`config.mk`:
```
export PLATFORM = sky130hd
export DESIGN_NAME = audio_ctrl_i2c_slave
export DESIGN_NICKNAME = d
export VERILOG_FILES = /design/src/rtl/audio_i2c_pkg.sv /design/src/rtl/i2c_wr_ctrl.sv /design/src/rtl/audio_reg_bank.sv /design/src/rtl/audio_ctrl_i2c_slave.sv
export SDC_FILE = /design/constraint.sdc
export NUM_CORES = 1
export LEC_CHECK = 0
export BUFFER_PORTS_ARGS = -buffer_cell sky130_fd_sc_hd__buf_4
export CORE_ASPECT_RATIO = 0.7
export CORE_MARGIN = 4
export CORE_UTILIZATION = 38
export DETAILED_ROUTE_END_ITERATION = 6
export PLACE_DENSITY = 0.58
export SLEW_MARGIN = 40
export SYNTH_ARGS = -nofsm -noshare
export SYNTH_HDL_FRONTEND = slang
export SYNTH_SLANG_ARGS = --single-unit
```
`constraint.sdc`:
```
create_clock -name clk -period 2.92 [get_ports clk]
set_clock_uncertainty 0.2 [all_clocks]
set_input_delay 0.438 -clock clk [delete_from_list [all_inputs] [get_ports clk]]
set_output_delay 0.438 -clock clk [all_outputs]
set_load 0.1 [all_outputs]
```
`src/rtl/audio_i2c_pkg.sv`:
```
package audio_i2c_pkg;
  localparam int BYTE_W   = 8;
  localparam int NUM_SPK  = 4;
  localparam int VOL_QW   = 9;
  localparam int SPK_QW   = 8;
  localparam int GAIN_QW  = 6;
  localparam int TONE_W   = 5;

  typedef struct packed {
    logic              valid;
    logic [BYTE_W-1:0] data;
  } byteStrobe_t;

  typedef enum logic [1:0] {
    ST_IDLE,
    ST_ADDR,
    ST_DATA,
    ST_SKIP
  } busState_t;

  function automatic logic signed [TONE_W-1:0] toneDb(input logic [3:0] nib);
    int v;
    v = nib[3] ? 2 * (7 - int'(nib[2:0])) : -14 + 2 * int'(nib[2:0]);
    return TONE_W'(v);
  endfunction
endpackage

```
`src/rtl/i2c_wr_ctrl.sv`:
```
module i2c_wr_ctrl
  import audio_i2c_pkg::*;
#(
  parameter int          SYNC_STAGES = 2,
  parameter logic [6:0]  DEV_ADDR    = 7'h44
) (
  input  logic        clk,
  input  logic        rstN,
  input  logic        sclIn,
  input  logic        sdaIn,
  output logic        sdaOe,
  output byteStrobe_t strobe
);
  localparam int CNT_W = $clog2(BYTE_W + 1);
  localparam logic [BYTE_W-1:0] ADDR_WR = {DEV_ADDR, 1'b0};

  logic [SYNC_STAGES-1:0] sclSync, sdaSync;
  logic sclS, sdaS, sclPrev, sdaPrev;
  logic sclRise, sclFall, startDet, stopDet;
  busState_t state;
  logic [CNT_W-1:0] bitCnt;
  logic [BYTE_W-1:0] shiftReg, holdByte;
  logic ackPhase;

  assign sclS     = sclSync[SYNC_STAGES-1];
  assign sdaS     = sdaSync[SYNC_STAGES-1];
  assign sclRise  = sclS & ~sclPrev;
  assign sclFall  = ~sclS & sclPrev;
  assign startDet = sclS & sclPrev & sdaPrev & ~sdaS;
  assign stopDet  = sclS & sclPrev & ~sdaPrev & sdaS;

  always_ff @(posedge clk) begin
    if (!rstN) begin
      sclSync  <= '1;
      sdaSync  <= '1;
      sclPrev  <= 1'b1;
      sdaPrev  <= 1'b1;
      state    <= ST_IDLE;
      bitCnt   <= '0;
      shiftReg <= '0;
      holdByte <= '0;
      ackPhase <= 1'b0;
      sdaOe    <= 1'b0;
      strobe   <= '0;
    end else begin
      sclSync      <= {sclSync[SYNC_STAGES-2:0], sclIn};
      sdaSync      <= {sdaSync[SYNC_STAGES-2:0], sdaIn};
      sclPrev      <= sclS;
      sdaPrev      <= sdaS;
      strobe.valid <= 1'b0;
      if (startDet || stopDet) begin
        state    <= startDet ? ST_ADDR : ST_IDLE;
        bitCnt   <= '0;
        ackPhase <= 1'b0;
        sdaOe    <= 1'b0;
      end else if (state == ST_ADDR || state == ST_DATA) begin
        if (sclRise && !ackPhase) begin
          shiftReg <= {shiftReg[BYTE_W-2:0], sdaS};
          bitCnt   <= bitCnt + 1'b1;
        end else if (sclFall) begin
          if (ackPhase) begin
            ackPhase <= 1'b0;
            sdaOe    <= 1'b0;
            if (state == ST_DATA) strobe <= '{valid: 1'b1, data: holdByte};
            else                  state  <= ST_DATA;
          end else if (bitCnt == CNT_W'(BYTE_W)) begin
            bitCnt <= '0;
            if (state == ST_DATA) begin
              ackPhase <= 1'b1;
              sdaOe    <= 1'b1;
              holdByte <= shiftReg;
            end else if (shiftReg == ADDR_WR) begin
              ackPhase <= 1'b1;
              sdaOe    <= 1'b1;
            end else begin
              state <= ST_SKIP;
            end
          end
        end
      end
    end
  end

  assert_oe_scl_low_R2: assert property (@(posedge clk) disable iff (!rstN)
    ((sdaOe != $past(sdaOe)) && !$past(startDet || stopDet)) |-> !sclS);

  assert_skip_silent_R4: assert property (@(posedge clk) disable iff (!rstN)
    (state == ST_SKIP) |-> !sdaOe);

  assert_start_rearm_R1: assert property (@(posedge clk) disable iff (!rstN)
    startDet |=> (state == ST_ADDR && bitCnt == '0 && !ackPhase));

  assert_strobe_pulse_R10: assert property (@(posedge clk) disable iff (!rstN)
    strobe.valid |=> !strobe.valid);
endmodule

```
`src/rtl/audio_reg_bank.sv`:
```
module audio_reg_bank
  import audio_i2c_pkg::*;
(
  input  logic                               clk,
  input  logic                               rstN,
  input  byteStrobe_t                        strobe,
  output logic [5:0]                         volCode,
  output logic [VOL_QW-1:0]                  volAttenQdb,
  output logic [NUM_SPK-1:0][4:0]            spkCode,
  output logic [NUM_SPK-1:0][SPK_QW-1:0]     spkAttenQdb,
  output logic [NUM_SPK-1:0]                 spkMute,
  output logic [1:0]                         inputSel,
  output logic                               loudnessOn,
  output logic [1:0]                         gainCode,
  output logic [GAIN_QW-1:0]                 inGainQdb,
  output logic [3:0]                         bassCode,
  output logic [3:0]                         trebleCode,
  output logic signed [TONE_W-1:0]           bassGainDb,
  output logic signed [TONE_W-1:0]           trebleGainDb
);
  logic [BYTE_W-1:0] d;
  logic hitVol, hitSw, hitBass, hitTreb;
  logic [4:0] swCode;

  assign d       = strobe.data;
  assign hitVol  = strobe.valid && d[7:6] == 2'b00;
  assign hitSw   = strobe.valid && d[7:5] == 3'b010;
  assign hitBass = strobe.valid && d[7:4] == 4'b0110;
  assign hitTreb = strobe.valid && d[7:4] == 4'b0111;

  always_ff @(posedge clk) begin
    if (!rstN) begin
      volCode    <= 6'h3F;
      swCode     <= 5'b11100;
      bassCode   <= 4'b0111;
      trebleCode <= 4'b0111;
    end else begin
      if (hitVol)  volCode    <= d[5:0];
      if (hitSw)   swCode     <= d[4:0];
      if (hitBass) bassCode   <= d[3:0];
      if (hitTreb) trebleCode <= d[3:0];
    end
  end

  for (genvar s = 0; s < NUM_SPK; s++) begin : g_spk
    logic [4:0] codeQ;
    always_ff @(posedge clk) begin
      if (!rstN) codeQ <= 5'h1F;
      else if (strobe.valid && d[7] && d[6:5] == 2'(s)) codeQ <= d[4:0];
    end
    assign spkCode[s]     = codeQ;
    assign spkAttenQdb[s] = SPK_QW'(codeQ[4:3]) * SPK_QW'(40) + SPK_QW'(codeQ[2:0]) * SPK_QW'(5);
    assign spkMute[s]     = &codeQ;
  end

  assign volAttenQdb  = VOL_QW'(volCode[5:3]) * VOL_QW'(40) + VOL_QW'(volCode[2:0]) * VOL_QW'(5);
  assign inputSel     = swCode[1:0];
  assign loudnessOn   = ~swCode[2];
  assign gainCode     = swCode[4:3];
  assign inGainQdb    = GAIN_QW'(2'd3 - gainCode) * GAIN_QW'(15);
  assign bassGainDb   = toneDb(bassCode);
  assign trebleGainDb = toneDb(trebleCode);

  assert_one_target_R5: assert property (@(posedge clk) disable iff (!rstN)
    strobe.valid |=> $onehot0({volCode != $past(volCode), swCode != $past(swCode),
                               bassCode != $past(bassCode), trebleCode != $past(trebleCode),
                               spkCode[0] != $past(spkCode[0]), spkCode[1] != $past(spkCode[1]),
                               spkCode[2] != $past(spkCode[2]), spkCode[3] != $past(spkCode[3])}));

  assert_hold_R10: assert property (@(posedge clk) disable iff (!rstN)
    !strobe.valid |=> $stable({volCode, swCode, bassCode, trebleCode, spkCode}));

  assert_tone_range_R9: assert property (@(posedge clk) disable iff (!rstN)
    (bassGainDb >= -14 && bassGainDb <= 14 && !bassGainDb[0] &&
     trebleGainDb >= -14 && trebleGainDb <= 14 && !trebleGainDb[0]));
endmodule

```
`src/rtl/audio_ctrl_i2c_slave.sv`:
```
module audio_ctrl_i2c_slave
  import audio_i2c_pkg::*;
#(
  parameter int         SYNC_STAGES = 2,
  parameter logic [6:0] DEV_ADDR    = 7'h44
) (
  input  logic                           clk,
  input  logic                           rstN,
  input  logic                           sclIn,
  input  logic                           sdaIn,
  output logic                           sdaOe,
  output logic [5:0]                     volCode,
  output logic [VOL_QW-1:0]              volAttenQdb,
  output logic [NUM_SPK-1:0][4:0]        spkCode,
  output logic [NUM_SPK-1:0][SPK_QW-1:0] spkAttenQdb,
  output logic [NUM_SPK-1:0]             spkMute,
  output logic [1:0]                     inputSel,
  output logic                           loudnessOn,
  output logic [1:0]                     gainCode,
  output logic [GAIN_QW-1:0]             inGainQdb,
  output logic [3:0]                     bassCode,
  output logic [3:0]                     trebleCode,
  output logic signed [TONE_W-1:0]       bassGainDb,
  output logic signed [TONE_W-1:0]       trebleGainDb
);
  byteStrobe_t byteStb;

  i2c_wr_ctrl #(.SYNC_STAGES(SYNC_STAGES), .DEV_ADDR(DEV_ADDR)) ctrl_i (
    .clk(clk), .rstN(rstN), .sclIn(sclIn), .sdaIn(sdaIn),
    .sdaOe(sdaOe), .strobe(byteStb)
  );

  audio_reg_bank regs_i (
    .clk(clk), .rstN(rstN), .strobe(byteStb),
    .volCode(volCode), .volAttenQdb(volAttenQdb),
    .spkCode(spkCode), .spkAttenQdb(spkAttenQdb), .spkMute(spkMute),
    .inputSel(inputSel), .loudnessOn(loudnessOn), .gainCode(gainCode),
    .inGainQdb(inGainQdb), .bassCode(bassCode), .trebleCode(trebleCode),
    .bassGainDb(bassGainDb), .trebleGainDb(trebleGainDb)
  );
endmodule

```
**After elaboration in Yosys (flattened, before gate mapping)**

Cells that the tools add are included.
W data, S select, Z words.

- Register bits after elaboration: 78
- Bits of input ports: 4
- Logic and storage cells: 134

- $add $sub $neg: 11
- $mul: 11
- Eq/ne operators: 14
- Muxes and demuxes: 25
- Bitwise logic cells: 18
- Reductions and logical operators: 35

Operator list:

| kind | number |
|---|---|
| $mul A3 B3 Y6 const B | 6 |
| $add A8 B6 Y8 | 4 |
| $reduce_and A5 Y1 | 5 |
| $mul A2 B3 Y5 const B | 4 |
| $mux W2 | 9 |
| $mux W4 | 4 |
| $reduce_and A6 Y1 | 2 |
| $not A1 Y1 | 11 |
| $add A5 B5 Y5 const A | 2 |
| $logic_and A1 B1 Y1 | 10 |
| $mux W5 | 2 |
| $reduce_bool A2 Y1 | 5 |
| $add A9 B6 Y9 | 1 |
| $mux W1 | 9 |
| $mux W9 | 1 |
| $eq A4 B3 Y1 const B | 2 |
| $eq A8 B8 Y1 const B | 1 |
| $sub A3 B3 Y4 const A | 2 |
| $and A1 B1 Y1 | 7 |
| $reduce_and A7 Y1 | 1 |
| $eq A2 B2 Y1 const B | 3 |
| $mul A6 B4 Y6 const B | 1 |
| $reduce_and A3 Y1 | 2 |
| $reduce_bool A3 Y1 | 2 |
| other kinds (14) | 18 |

**Longest topological paths before layout**

Gate-level depths: netlist of the first run.

- Depth after elaboration: 9
- Mapped depth: 9
- Depth with buffers taken out: 9

**By module**

A second synthesis of the first run with hierarchy kept.

- Cells, all modules: 435
- Area, all modules: 4125.2 um^2

Modules (own cells, without submodules):

| module | times used | cells an instance | area each (um^2) |
|---|---|---|---|
| audio_reg_bank | 1 | 262 | 2508.7 |
| i2c_wr_ctrl | 1 | 173 | 1616.6 |

**Least setup slack after synthesis of the first run**

OpenSTA, ideal clock, no wires.

- Path kind: register to output
- Start point: reg regs_i.volCode[0]
- End point: out volAttenQdb[8]
- Arrival: 4.004 ns
- Slack: -1.722 ns
- Cell stages (with the launch flop): 10
- Buffers on the path: 0
- Cell sequence: dfxtp_1 ha_1 inv_1 fa_1 inv_1 ha_1 inv_1 fa_1 nand3b_1 xnor2_1

- Word-level cells in the longest chain between the ends: 2

Ends and longest elaborated chain:

| item | line | text |
|---|---|---|
| start, declared | audio_reg_bank.sv:7 | `output logic [5:0] volCode,` |
| start signal, assigned | audio_reg_bank.sv:38 | `if (hitVol) volCode <= d[5:0];` |
| $mul A3 B3 Y6 | audio_reg_bank.sv:56 | `assign volAttenQdb = VOL_QW'(volCode[5:3]) * VOL_QW'(40) + VOL_QW'(volCode[2:0]) * VOL_QW'(5);` |
| $add A9 B6 Y9 | audio_reg_bank.sv:56 |  |
| end, declared | audio_ctrl_i2c_slave.sv:13 | `output logic [VOL_QW-1:0] volAttenQdb,` |

Every way passes these cells.

**Worst setup path after layout of the first run**

- Start point: reg regs_i.volCode[2]
- End point: out volAttenQdb[8]

The elaborated chain is that of the path after synthesis.

==> results.txt, run 1 <==
----------------------------------------------------
[Floorplan]
  Width of the chip ... 131 um
  I/O pin cnt ... 105
  Area enclosed by the die boundary ... 12400 um2
  Die Span Y ... 94.2 um
  Cell row count ... 31
  Effective utilization at floorplan ... about two fifths
  Area inside the core boundary ... just over 10000 um2

[CTS]
  Clk sink count ... 78
  Hold_buf cts ... 0
  Number of levels in the clock H-tree ... 3
  Later-pin clock latency in the skew report ... 0.33 ns
  CTS Root Buffer Type ... clkbuf_16
  Register clock-pin slew on the reported worst setup and hold paths ... 0.05 ns
  Clock buffer depth ... 2
  TritonCTS clock tree ... built
  Num CTS Buffers ... 9

[Worst setup path]
  Endpoint class of the critical path ... output pin
  Gate family responsible for the most delay along the worst path ... adder cells
  Worst path required time ... 2.28 ns
  CP arrival ... 2.38 ns
  Worst path slowest cell ... dfxtp_4
  Crit Reg-Reg Startpoint ... ctrl_i.shiftReg[2]
  Cell with the most instances on the worst path ... inv_2
  Largest fanout on the critical path ... 2
  Highest cell delay on the worst timing path ... 0.35 ns
  Flop2flop setup slack ... 0.74 ns
  Number of buffer and inverter instances along the worst setup path ... 4
  Worst Setup Path Type ... reg2out
  Endpoint of the most critical register-to-register path ... ctrl_i.state[0]
  Element type at the critical path start ... register
  Worst r2r path cells ... 4
  List of cells traversed by the critical path ... ha_4 > inv_2 > fa_2 > inv_2 > ha_4 > inv_2 > fa_2 > nand3b_1 > xnor2_4 > buf_12

[Placement]
  Pre-CTS WS ... 0.0465 ns
  Post-detail-place hpwl ... 7.20 mm
  Quantity of I/O buffers inserted on ports ... 102
  Weighted congestion reported at the end of routability-driven placement ... 0.800
  Placed cell area ... slightly above 5000 um2

[Global route]
  GRT Residual Overflow ... 0
  Antenna violations before repair ... 0
  Number of global-route vias before repair ... ~3100
  GRT Util Overall ... 16.3%
  Wire length of the first global-routing pass ... 16.3 mm
  Maximum number of pins on one net before global-route repair ... 30

[STA]
  Highest Clock Rate ... 331 MHz
  Min cycle time layout ... 3.02 ns
  Unrepaired setup endpoints after global routing ... true
  Relative max-transition margin ... slightly above 60%
  Slew @ Worst Pin ... between 0.5 and 0.6 ns
  Ratio of final minimum period to clock period ... 104%
  Worst hold slack ... 0.0926 ns
  Setup violations, final ... 1
  Sum Neg Setup Slack ... -0.103 ns
  Final worst-path setup slack ... -0.103 ns
  Final hold vios ... 0
  Max Slew Vio Count ... 0

[Yosys]
  Mux cell area share after synthesis ... between 8 and 9%
  Gate count after technology mapping ... 455
  Mapped cell area ... 4030 um2
  Number of flops mapped to enable cells by yosys ... 0
  Fraction of registers with async set or reset after synthesis ... 0%
  Cell taking the most area after synthesis ... dfxtp_1
  Dominant combinational cell family by area after synthesis ... simple AND/OR/NAND/NOR gates
  Total of warnings raised by yosys ... 0
  Count of different cell masters after synthesis ... 45
  Share of the synthesized area in compound gates (AO/OA/AOI/OAI) ... about 8.9%
  Basic-gate share of the synthesized area counting and, or, nand and nor cells ... 17.7%
  Mean Syn Cell Area ... 8.86 um2
  Most used flip-flop cell after synthesis ... dfxtp_1
  Synth Area in XOR/XNOR ... 2.17%
  Post-synthesis sequential element count ... 78
  Area fraction of the dominant cell type after synthesis ... between 30 and 40%
  Area share of fa/ha/maj cells after synthesis ... 14.6%
  Dominant cells by area after synthesis ... dfxtp_1 (39%), ha_1 (9.6%), mux2i_1 (8.4%), nand2_1 (7.1%), fa_1 (5.0%)
  Share of the yosys chip area belonging to registers ... between 30% and 40%

[Hold path]
  End point of the worst hold path ... ctrl_i.sdaSync[0]
  Startpoint of the tightest hold check path ... sdaIn
  Class of the tightest hold or removal check ... in2reg
  Hold Path Stages ... 2

[Detailed routing]
  Detailed Routing Iterations Pass 1 ... 4
  Post-DR wirelength/cell ... 14.1 um
  Antenna Nets Post-Route ... 0
  Ratio of routed vias to standard cells ... a little under 5
  Total number of vias ... 3260
  Routed wire length ... between 9 and 10 mm
  DRC violation count after routing ... 0
  Count of routing violations after the opening detailed-route iteration ... 115

[Pwr]
  Power after layout ... 2.13 mW
  Largest vdd supply drop ... approximately 0.27 mV
  Leakage power summed over all cells ... 2.40 nW
  P per Cell Area ... 390 nW/um2

[Layout]
  Non-Filler Cell Area, Final ... roughly 5500 um2
  Fill cell instance count of the final layout ... around 1000
  Growth of design area from synthesis to finish ... 35.4%
  Final layout net count ... 581
  Share of cells above drive strength 1 ... 32.9%
  Multi-input logic area ... 2360 um2
  Antenna diode instance count ... 0
  Most frequent standard cell in the layout excluding fill and tap cells ... buf_4
  Commonest cells after routing, fill and taps aside ... buf_4 (100), nand2_1 (76), dfxtp_1 (52), inv_1 (40), mux2i_1 (32)
  FF+latch area ... 1640 um2

[Run status]
  Violations in the final reports ... negative setup slack
  Result of the run ... complete, but fails checks

[Flow run]
  Number of max-cap violations ... 0

----------------------------------------------------
==> power by group <==
group	switching (mW)	internal (mW)
Combinational	0.0365	0.0123
Clock	0.404	0.622
Sequential	0.00396	1.05
Total	0.444	1.68
==> layer usage <==
| layer | up-vias | GRT usage [%] | part of all wire, % | routed length (um) |
|---|---|---|---|---|
| met2 | 75 | 23.3 | 42 | 4030 |
| met5 | - | 0 | 0 | 0 |
| met1 | 1525 | 23.8 | 51 | 4820 |
| met3 | 8 | 5.46 | 6.2 | 591 |
| li1 | 1652 | - | - | - |
| met4 | 0 | 3.41 | 0.77 | 73 |
==> worst max-delay path by stage <==
stage / slack [ns] / depth (start not counted) / endpoint / start
5_1_grt: -0.19 / 10 / volAttenQdb[8] / regs_i.volCode[2]
2_1_floorplan: -0.35 / 9 / volAttenQdb[8] / regs_i.volCode[2]
6_report: -0.10 / 10 / volAttenQdb[8] / regs_i.volCode[2]
4_1_cts: -0.14 / 10 / volAttenQdb[8] / regs_i.volCode[2]
3_5_place_dp: 0.05 / 10 / volAttenQdb[8] / regs_i.volCode[2]
3_3_place_gp: 0.07 / 10 / volAttenQdb[8] / regs_i.volCode[2]
==> through the flow <==
step | utilization [%] | instances
after floorplan | - | 456
after global placement | 49.3 | 655
after detailed placement | 49.3 | 655
after CTS | 52.5 | 673
after global routing | 52.7 | 673
final | 52.7 | 673
==> logic make-up (layout without fill, tap and decap cells) <==
logic type	count (synthesis)	after routing
XOR/XNOR	10	10
other	1	2
AO/OA/AOI/OAI	59	59
flip-flops	78	78
buffers and inverters	82	167
multiplexers	34	34
AND/OR/NAND/NOR	150	150
adder cells (fa/ha/maj)	41	41
==> final cells by class <==
| class | instances | share of cell area, % |
|---|---|---|
| Clock buffer | 15 | 4.90 |
| Multi-Input combinational cell | 296 | 43.1 |
| Inverter | 44 | 3.09 |
| Timing Repair Buffer | 107 | 15.6 |
| Sequential cell | 78 | 30.1 |
| Tap cell | 132 | 3.02 |
| Clock inverter | 1 | 0.0916 |
==> synthesized netlist by cell type (2+ instances only) <==
master,n
fa_1,10
nor2_2,2
and3_1,2
a21oi_1,27
nor2_1,24
buf_4,17
nor4b_1,2
buf_2,4
o21ai_0,7
nor3_1,3
ha_1,31
o211ai_1,12
xor2_1,5
nand2b_1,9
or3_1,2
mux2i_1,34
nand2_1,76
nand4_1,6
nand3b_1,2
nor2b_1,5
xnor2_1,5
clkbuf_1,16
dfxtp_1,78
a21o_1,2
a31oi_1,4
inv_1,44
nand3_1,8
==> repair_timing <==
item | in CTS | in global routing
cloned | 0 | 0
pin swaps | 3 | 3
setup buffers | 2 | 0
resized for setup | 13 | 6
setup endpoints to repair | 3 | 7
==> registers in the layout, summed over array words and instances, names as in the netlist <==
signal	flops
ctrl_i.sclSync	2
ctrl_i.bitCnt	4
ctrl_i.state	2
regs_i.g_spk.codeQ	20
regs_i.bassCode	4
ctrl_i.sclPrev	1
regs_i.volCode	6
ctrl_i.strobe	9
ctrl_i.shiftReg	8
ctrl_i.sdaPrev	1
ctrl_i.holdByte	8
regs_i.swCode	5
regs_i.trebleCode	4
ctrl_i.sdaSync	2
ctrl_i.sdaOe	1
ctrl_i.ackPhase	1
No activity file was read; power rests on OpenSTA's default activity.
==> inputs of run 2 (changes only) <==
==> constraint.sdc (replaced) <==
create_clock -name clk -period 2.92 [get_ports clk]
set_clock_uncertainty 0.2 [all_clocks]
set_input_delay 0.73 -clock clk [delete_from_list [all_inputs] [get_ports clk]]
set_output_delay 0.73 -clock clk [all_outputs]
set_load 0.1 [all_outputs]
==> run 2 against run 1 <==
The run still ends with negative setup slack left. Sequential power about the same. Cell count is 2.8% higher. Fmax fell by 8.8%. Count of clock-buffer cells in the layout down 3. Sequential share of layout area decreased by 1.9 points.
==> results.txt, run 2 (synthesis gave the netlist of run 1 again) <==
----------------------------------------------------
[Run status]
  Result of the run ... complete, but fails checks
  Violations in the final reports ... negative setup slack

[Detailed routing]
  Count of routing violations after the opening detailed-route iteration ... 120
  Detailed Routing Iterations Pass 1 ... 4
  Routed wire length ... 9.96 mm
  Ratio of routed vias to standard cells ... 4.82
  Antenna Nets Post-Route ... 0
  Total number of vias ... 3332
  Post-DR wirelength/cell ... 14.4 um
  DRC violation count after routing ... 0

[Pwr]
  P per Cell Area ... approximately 370 nW/um2
  Comb pwr share ... 2.2%
  Sequential share of power ... 47.7%
  Net Switching ... 0.459 mW
  Share of power burned in the clock network ... 50.1%
  Switching part of the total ... 20.9%
  Leakage power summed over all cells ... 2.51 nW
  Largest vdd supply drop ... 0.296 mV
  Internal power consumption ... between 1.5 and 2 mW

[Worst setup path]
  CP arrival ... 2.38 ns
  Element type at the critical path start ... register
  Endpoint class of the critical path ... output pin
  Worst Setup Path Type ... reg2out
  Flop2flop setup slack ... around 0.68 ns
  Largest fanout on the critical path ... 2
  Endpoint of the most critical register-to-register path ... ctrl_i.state[0]
  Worst r2r path cells ... 4
  Worst setup path endpoint ... volAttenQdb[8]
  Crit Reg-Reg Startpoint ... ctrl_i.shiftReg[2]
  Critical path startpoint ... regs_i.volCode[0]
  Worst path required time ... 1.99 ns

[Floorplan]
  Width of the chip ... 131 um
  Cell row count ... 31
  Area enclosed by the die boundary ... between 10000 and 15000 um2
  Effective utilization at floorplan ... ~39%
  Area inside the core boundary ... about 10000 um2
  Die Span Y ... 94.2 um
  I/O pin cnt ... approximately 110

[CTS]
  TritonCTS clock tree ... built
  Num CTS Buffers ... 9
  Clock buffer depth ... 2
  Number of levels in the clock H-tree ... 3
  Clk sink count ... 78
  Register clock-pin slew on the reported worst setup and hold paths ... 0.06 ns
  Later-pin clock latency in the skew report ... 0.34 ns
  CTS Root Buffer Type ... clkbuf_16
  Hold_buf cts ... 0

[Layout]
  Commonest cells after routing, fill and taps aside ... buf_4 (111), nand2_1 (76), dfxtp_1 (50), mux2i_1 (32), inv_1 (29)
  FF+latch area ... about 1700 um2
  Fill cell instance count of the final layout ... 917
  Antenna diode instance count ... 0
  Growth of design area from synthesis to finish ... 45.7%
  Most frequent standard cell in the layout excluding fill and tap cells ... buf_4
  Share of cells above drive strength 1 ... 40.7%
  Max FFs per register ... 20
  Regs by FF count ... regs_i.g_spk.codeQ x20, ctrl_i.strobe x9
  Register ranked first by flip-flop count ... regs_i.g_spk.codeQ
  Final layout net count ... 600
  Multi-input logic area ... about 2500 um2

[Flow run]
  Number of max-cap violations ... 0

[Placement]
  Quantity of I/O buffers inserted on ports ... 102
  Pre-CTS WS ... -0.206 ns
  Weighted congestion reported at the end of routability-driven placement ... 0.832
  Post-detail-place hpwl ... 7.32 mm

[STA]
  Final worst-path setup slack ... -0.394 ns
  Max Slew Vio Count ... 0
  Worst hold slack ... 0.216 ns
  Min cycle time layout ... 3.31 ns
  Unrepaired setup endpoints after global routing ... true
  Setup violations, final ... 12
  Highest Clock Rate ... approximately 300 MHz
  Relative max-transition margin ... 55.6%
  Slew @ Worst Pin ... 0.657 ns
  Final hold vios ... 0
  Ratio of final minimum period to clock period ... 114%

[Hold path]
  Class of the tightest hold or removal check ... reg2reg

[Global route]
  Number of global-route vias before repair ... 3216
  GRT Util Overall ... 16.7%
  Antenna violations before repair ... 0
  Maximum number of pins on one net before global-route repair ... 45
  Wire length of the first global-routing pass ... roughly 17 mm
  GRT Residual Overflow ... 0

----------------------------------------------------
run 2: cell count changes in the layout (fill, tap and decap cells not counted), moves of 4 or more:
cell	previous run	this run
ha_4	2	10
dfxtp_4	20	24
buf_12	2	12
buf_4	100	111
ha_1	29	21
inv_1	40	29
fa_2	2	10
fa_1	8	0
inv_2	3	14
run 2: through the flow:
stage	utilization, %	cells	power [mW]	setup TNS [ns]	instance area, um2
detailed placement	50.9	663	1.12	-0.241	5270
CTS	56.4	690	2.22	-1.51	5840
global route	56.7	692	2.28	-2.23	5880
finish	56.7	692	2.20	-1.47	5880
floorplan	-	456	1.11	-1.84	4470
global placement	50.9	663	1.12	-0.175	5270
run 2: critical path, stage by stage, from the launching register on:
cell,delay [ns]
dfxtp_4,0.36
ha_4,0.13
inv_2,0.03
fa_2,0.33
inv_2,0.07
ha_4,0.13
inv_2,0.03
fa_2,0.32
nand3b_1,0.26
xnor2_4,0.20
buf_12,0.19
run 2: area by class of cell:
cell class              count  share of cell area (%)
clock inverters             4                   0.788
well taps                 132                    2.81
clock buffers              12                    4.20
inverters                  44                    2.87
repair buffers            126                    18.8
multi-input cells         296                    42.3
flip-flops and latches     78                    28.2
run 2: repair_timing:
item / in CTS / in global routing
endpoints found under the setup margin: 12 / 13
pin swaps: 3 / 1
resized for setup: 45 / 5
setup buffers: 11 / 3
run 2: power by group through the flow:
stage	logic, mW	registers, mW	clock network (mW)
2_1_floorplan	0.0415	1.07	0
3_3_place_gp	0.0486	1.07	0
3_5_place_dp	0.0487	1.07	0
4_1_cts	0.0488	1.05	1.13
5_1_grt	0.0528	1.05	1.18
6_report	0.0489	1.05	1.10
run 2: routing by layer:
layer	vias up	part of all wire, %	GRT usage (%)	routed length (um)
met2	88	43	24.2	4270
met5	-	0	0	0
met3	13	5.3	4.60	525
li1	1694	-	-	-
met1	1537	51	23.9	5030
met4	0	1.3	5.24	129
run 2: worst min path at each step:
stage / startpoint / end / depth (start not counted)
2_1_floorplan: ctrl_i.sclSync[0] / ctrl_i.sclSync[1] / 1
3_3_place_gp: ctrl_i.sclSync[0] / ctrl_i.sclSync[1] / 1
3_5_place_dp: ctrl_i.sclSync[0] / ctrl_i.sclSync[1] / 1
4_1_cts: ctrl_i.sclSync[0] / ctrl_i.sclSync[1] / 1
5_1_grt: ctrl_i.sclSync[0] / ctrl_i.sclSync[1] / 1
6_report: ctrl_i.sclSync[0] / ctrl_i.sclSync[1] / 1
==> inputs of run 3 (changes only) <==
Settings changed: CORE_UTILIZATION 38 to 53, PLACE_DENSITY 0.58 to 0.77, TNS_END_PERCENT set to 10.
Clock period 2.92 ns to 3.2 ns, I/O delays scaled along.
==> run 3 against run 2 <==
The run still ends with negative setup slack left. Utilization rose by 16 points. Highest routed layer unchanged. Critical path type unchanged. Sequential share of layout area rose by 2.1 points. Sequential power fell by 8%.
==> results.txt, run 3 (synthesis gave the netlist of run 1 again) <==
----------------------------------------------------
[Run status]
  Result of the run ... complete, but fails checks
  Violations in the final reports ... negative setup slack

[STA]
  Final hold vios ... 0
  Relative max-transition margin ... 57.2%
  Unrepaired setup endpoints after global routing ... true
  Highest Clock Rate ... 291 MHz
  Slew @ Worst Pin ... 0.640 ns
  Setup violations, final ... 2
  Max Slew Vio Count ... 0
  Sum Neg Setup Slack ... -0.298 ns
  Ratio of final minimum period to clock period ... 107%
  Min cycle time layout ... 3.44 ns
  Final worst-path setup slack ... -0.235 ns

[Detailed routing]
  Antenna Nets Post-Route ... 0
  Total number of vias ... 3357
  Post-DR wirelength/cell ... about 15 um
  DRC violation count after routing ... 0
  Routed wire length ... 9.42 mm
  Ratio of routed vias to standard cells ... 5.25
  Count of routing violations after the opening detailed-route iteration ... 196
  Detailed Routing Iterations Pass 1 ... 4

[Layout]
  Fill cell instance count of the final layout ... about 560
  Register ranked first by flip-flop count ... regs_i.g_spk.codeQ
  Final Non-Filler Cells ... ~640
  Regs by FF count ... regs_i.g_spk.codeQ x20, ctrl_i.strobe x9
  Share of cells above drive strength 1 ... about a third
  Final layout net count ... around 580
  Multi-input logic area ... 2320 um2
  Most frequent standard cell in the layout excluding fill and tap cells ... buf_4
  FF+latch area ... 1610 um2
  Growth of design area from synthesis to finish ... 32.1%
  Commonest cells after routing, fill and taps aside ... buf_4 (96), nand2_1 (76), dfxtp_1 (56), inv_1 (41), mux2i_1 (32)
  Antenna diode instance count ... 0
  Non-Filler Cell Area, Final ... 5330 um2
  Max FFs per register ... 20

[Pwr]
  Power after layout ... ~1.7 mW
  Largest vdd supply drop ... between 0.3 and 0.4 mV
  Leakage power summed over all cells ... between 2 and 2.5 nW
  P per Cell Area ... 318 nW/um2

[Placement]
  Weighted congestion reported at the end of routability-driven placement ... 0.872
  Post-detail-place hpwl ... 7.12 mm
  Placed cell area ... 4980 um2
  Instance count after placement with tap cells included ... 622
  Pre-CTS WS ... -0.00165 ns
  Quantity of I/O buffers inserted on ports ... between 100 and 150

[Floorplan]
  Area inside the core boundary ... 7350 um2
  Area enclosed by the die boundary ... 9090 um2
  Die Span Y ... 81.0 um
  Effective utilization at floorplan ... 54.9%
  Width of the chip ... 112 um
  Cell row count ... 26
  I/O pin cnt ... approximately 110

[CTS]
  Clock buffer depth ... 2
  Clk sink count ... slightly below 80
  Hold_buf cts ... 0
  CTS Root Buffer Type ... clkbuf_8
  Later-pin clock latency in the skew report ... 0.35 ns
  TritonCTS clock tree ... built
  Num CTS Buffers ... 9
  Register clock-pin slew on the reported worst setup and hold paths ... 0.08 ns
  Number of levels in the clock H-tree ... 3

[Worst setup path]
  Element type at the critical path start ... register
  Worst Setup Path Type ... reg2out
  Largest fanout on the critical path ... 2
  Worst path required time ... 2.20 ns
  CP arrival ... 2.44 ns
  Endpoint class of the critical path ... output pin

[Global route]
  Wire length of the first global-routing pass ... 15.1 mm
  Number of global-route vias before repair ... 3096
  Maximum number of pins on one net before global-route repair ... 28
  Antenna violations before repair ... 0
  GRT Residual Overflow ... 0
  GRT Util Overall ... about a fifth

[Hold path]
  Class of the tightest hold or removal check ... reg2reg

[Flow run]
  Number of max-cap violations ... 0

----------------------------------------------------
run 3: changes by cell type in the layout (fill, tap and decap cells not counted), moves of 9 or more:
cell,before,now
inv_1,29,41
inv_2,14,3
buf_4,111,96
dfxtp_4,24,9
dfxtp_2,4,13
run 3: through the flow:
stage	hold slack (ns)	utilization [%]
global route	0.242	72.5
floorplan	0.186	-
CTS	0.212	71.9
detailed placement	0.191	67.8
global placement	0.191	67.8
finish	0.210	72.5
run 3: final timing paths:
| path | cells after the start | slack [ns] | from | to |
|---|---|---|---|---|
| setup reg to reg | 4 | 1.00 | ctrl_i.shiftReg[2] | ctrl_i.state[0] |
| hold / removal | 1 | 0.21 | ctrl_i.sclSync[0] | ctrl_i.sclSync[1] |
| hold reg to reg | 1 | 0.21 | ctrl_i.sclSync[0] | ctrl_i.sclSync[1] |
| setup / recovery | 10 | -0.24 | regs_i.volCode[0] | volAttenQdb[8] |
run 3: where the power goes:
group / total [mW] / internal, mW / leakage (nW) / switching, mW
registers: 0.969 / 0.965 / 0.623 / 0.00389
logic: 0.0436 / 0.0112 / 1.65 / 0.0324
clock network: 0.680 / 0.323 / 0.0893 / 0.357
run 3: layout make-up:
| class | count | area share [%] |
|---|---|---|
| Inverter | 44 | 3.10 |
| Multi-Input combinational cell | 296 | 43.6 |
| Timing Repair Buffer | 108 | 17.3 |
| Clock buffer | 10 | 2.79 |
| Sequential cell | 78 | 30.2 |
| Clock inverter | 5 | 0.634 |
| Tap cell | 98 | 2.30 |
run 3: worst max-delay path, cell delays in order (launching register included):
cell and delay, ns:
dfxtp_4 0.36, ha_4 0.12, inv_2 0.03, fa_2 0.33, inv_2 0.07, ha_4 0.13, inv_2 0.03, fa_2 0.33
nand3b_1 0.26, xnor2_4 0.23, buf_12 0.19
run 3: metal layers:
layer  track usage, %  vias to the layer above  share of wire, %
met3             6.70                        9               6.5
met2             33.1                       85                47
met4             4.56                        0              0.97
met5                0                        -                 0
li1                 -                     1654                 -
met1             27.8                     1609                46
run 3: what timing repair did:
item,4_1_cts,5_1_grt
setup endpoints to repair,10,12
pin swaps,1,2
gates resized for setup,27,12
hold endpoints to repair,0,0
setup buffers,2,0
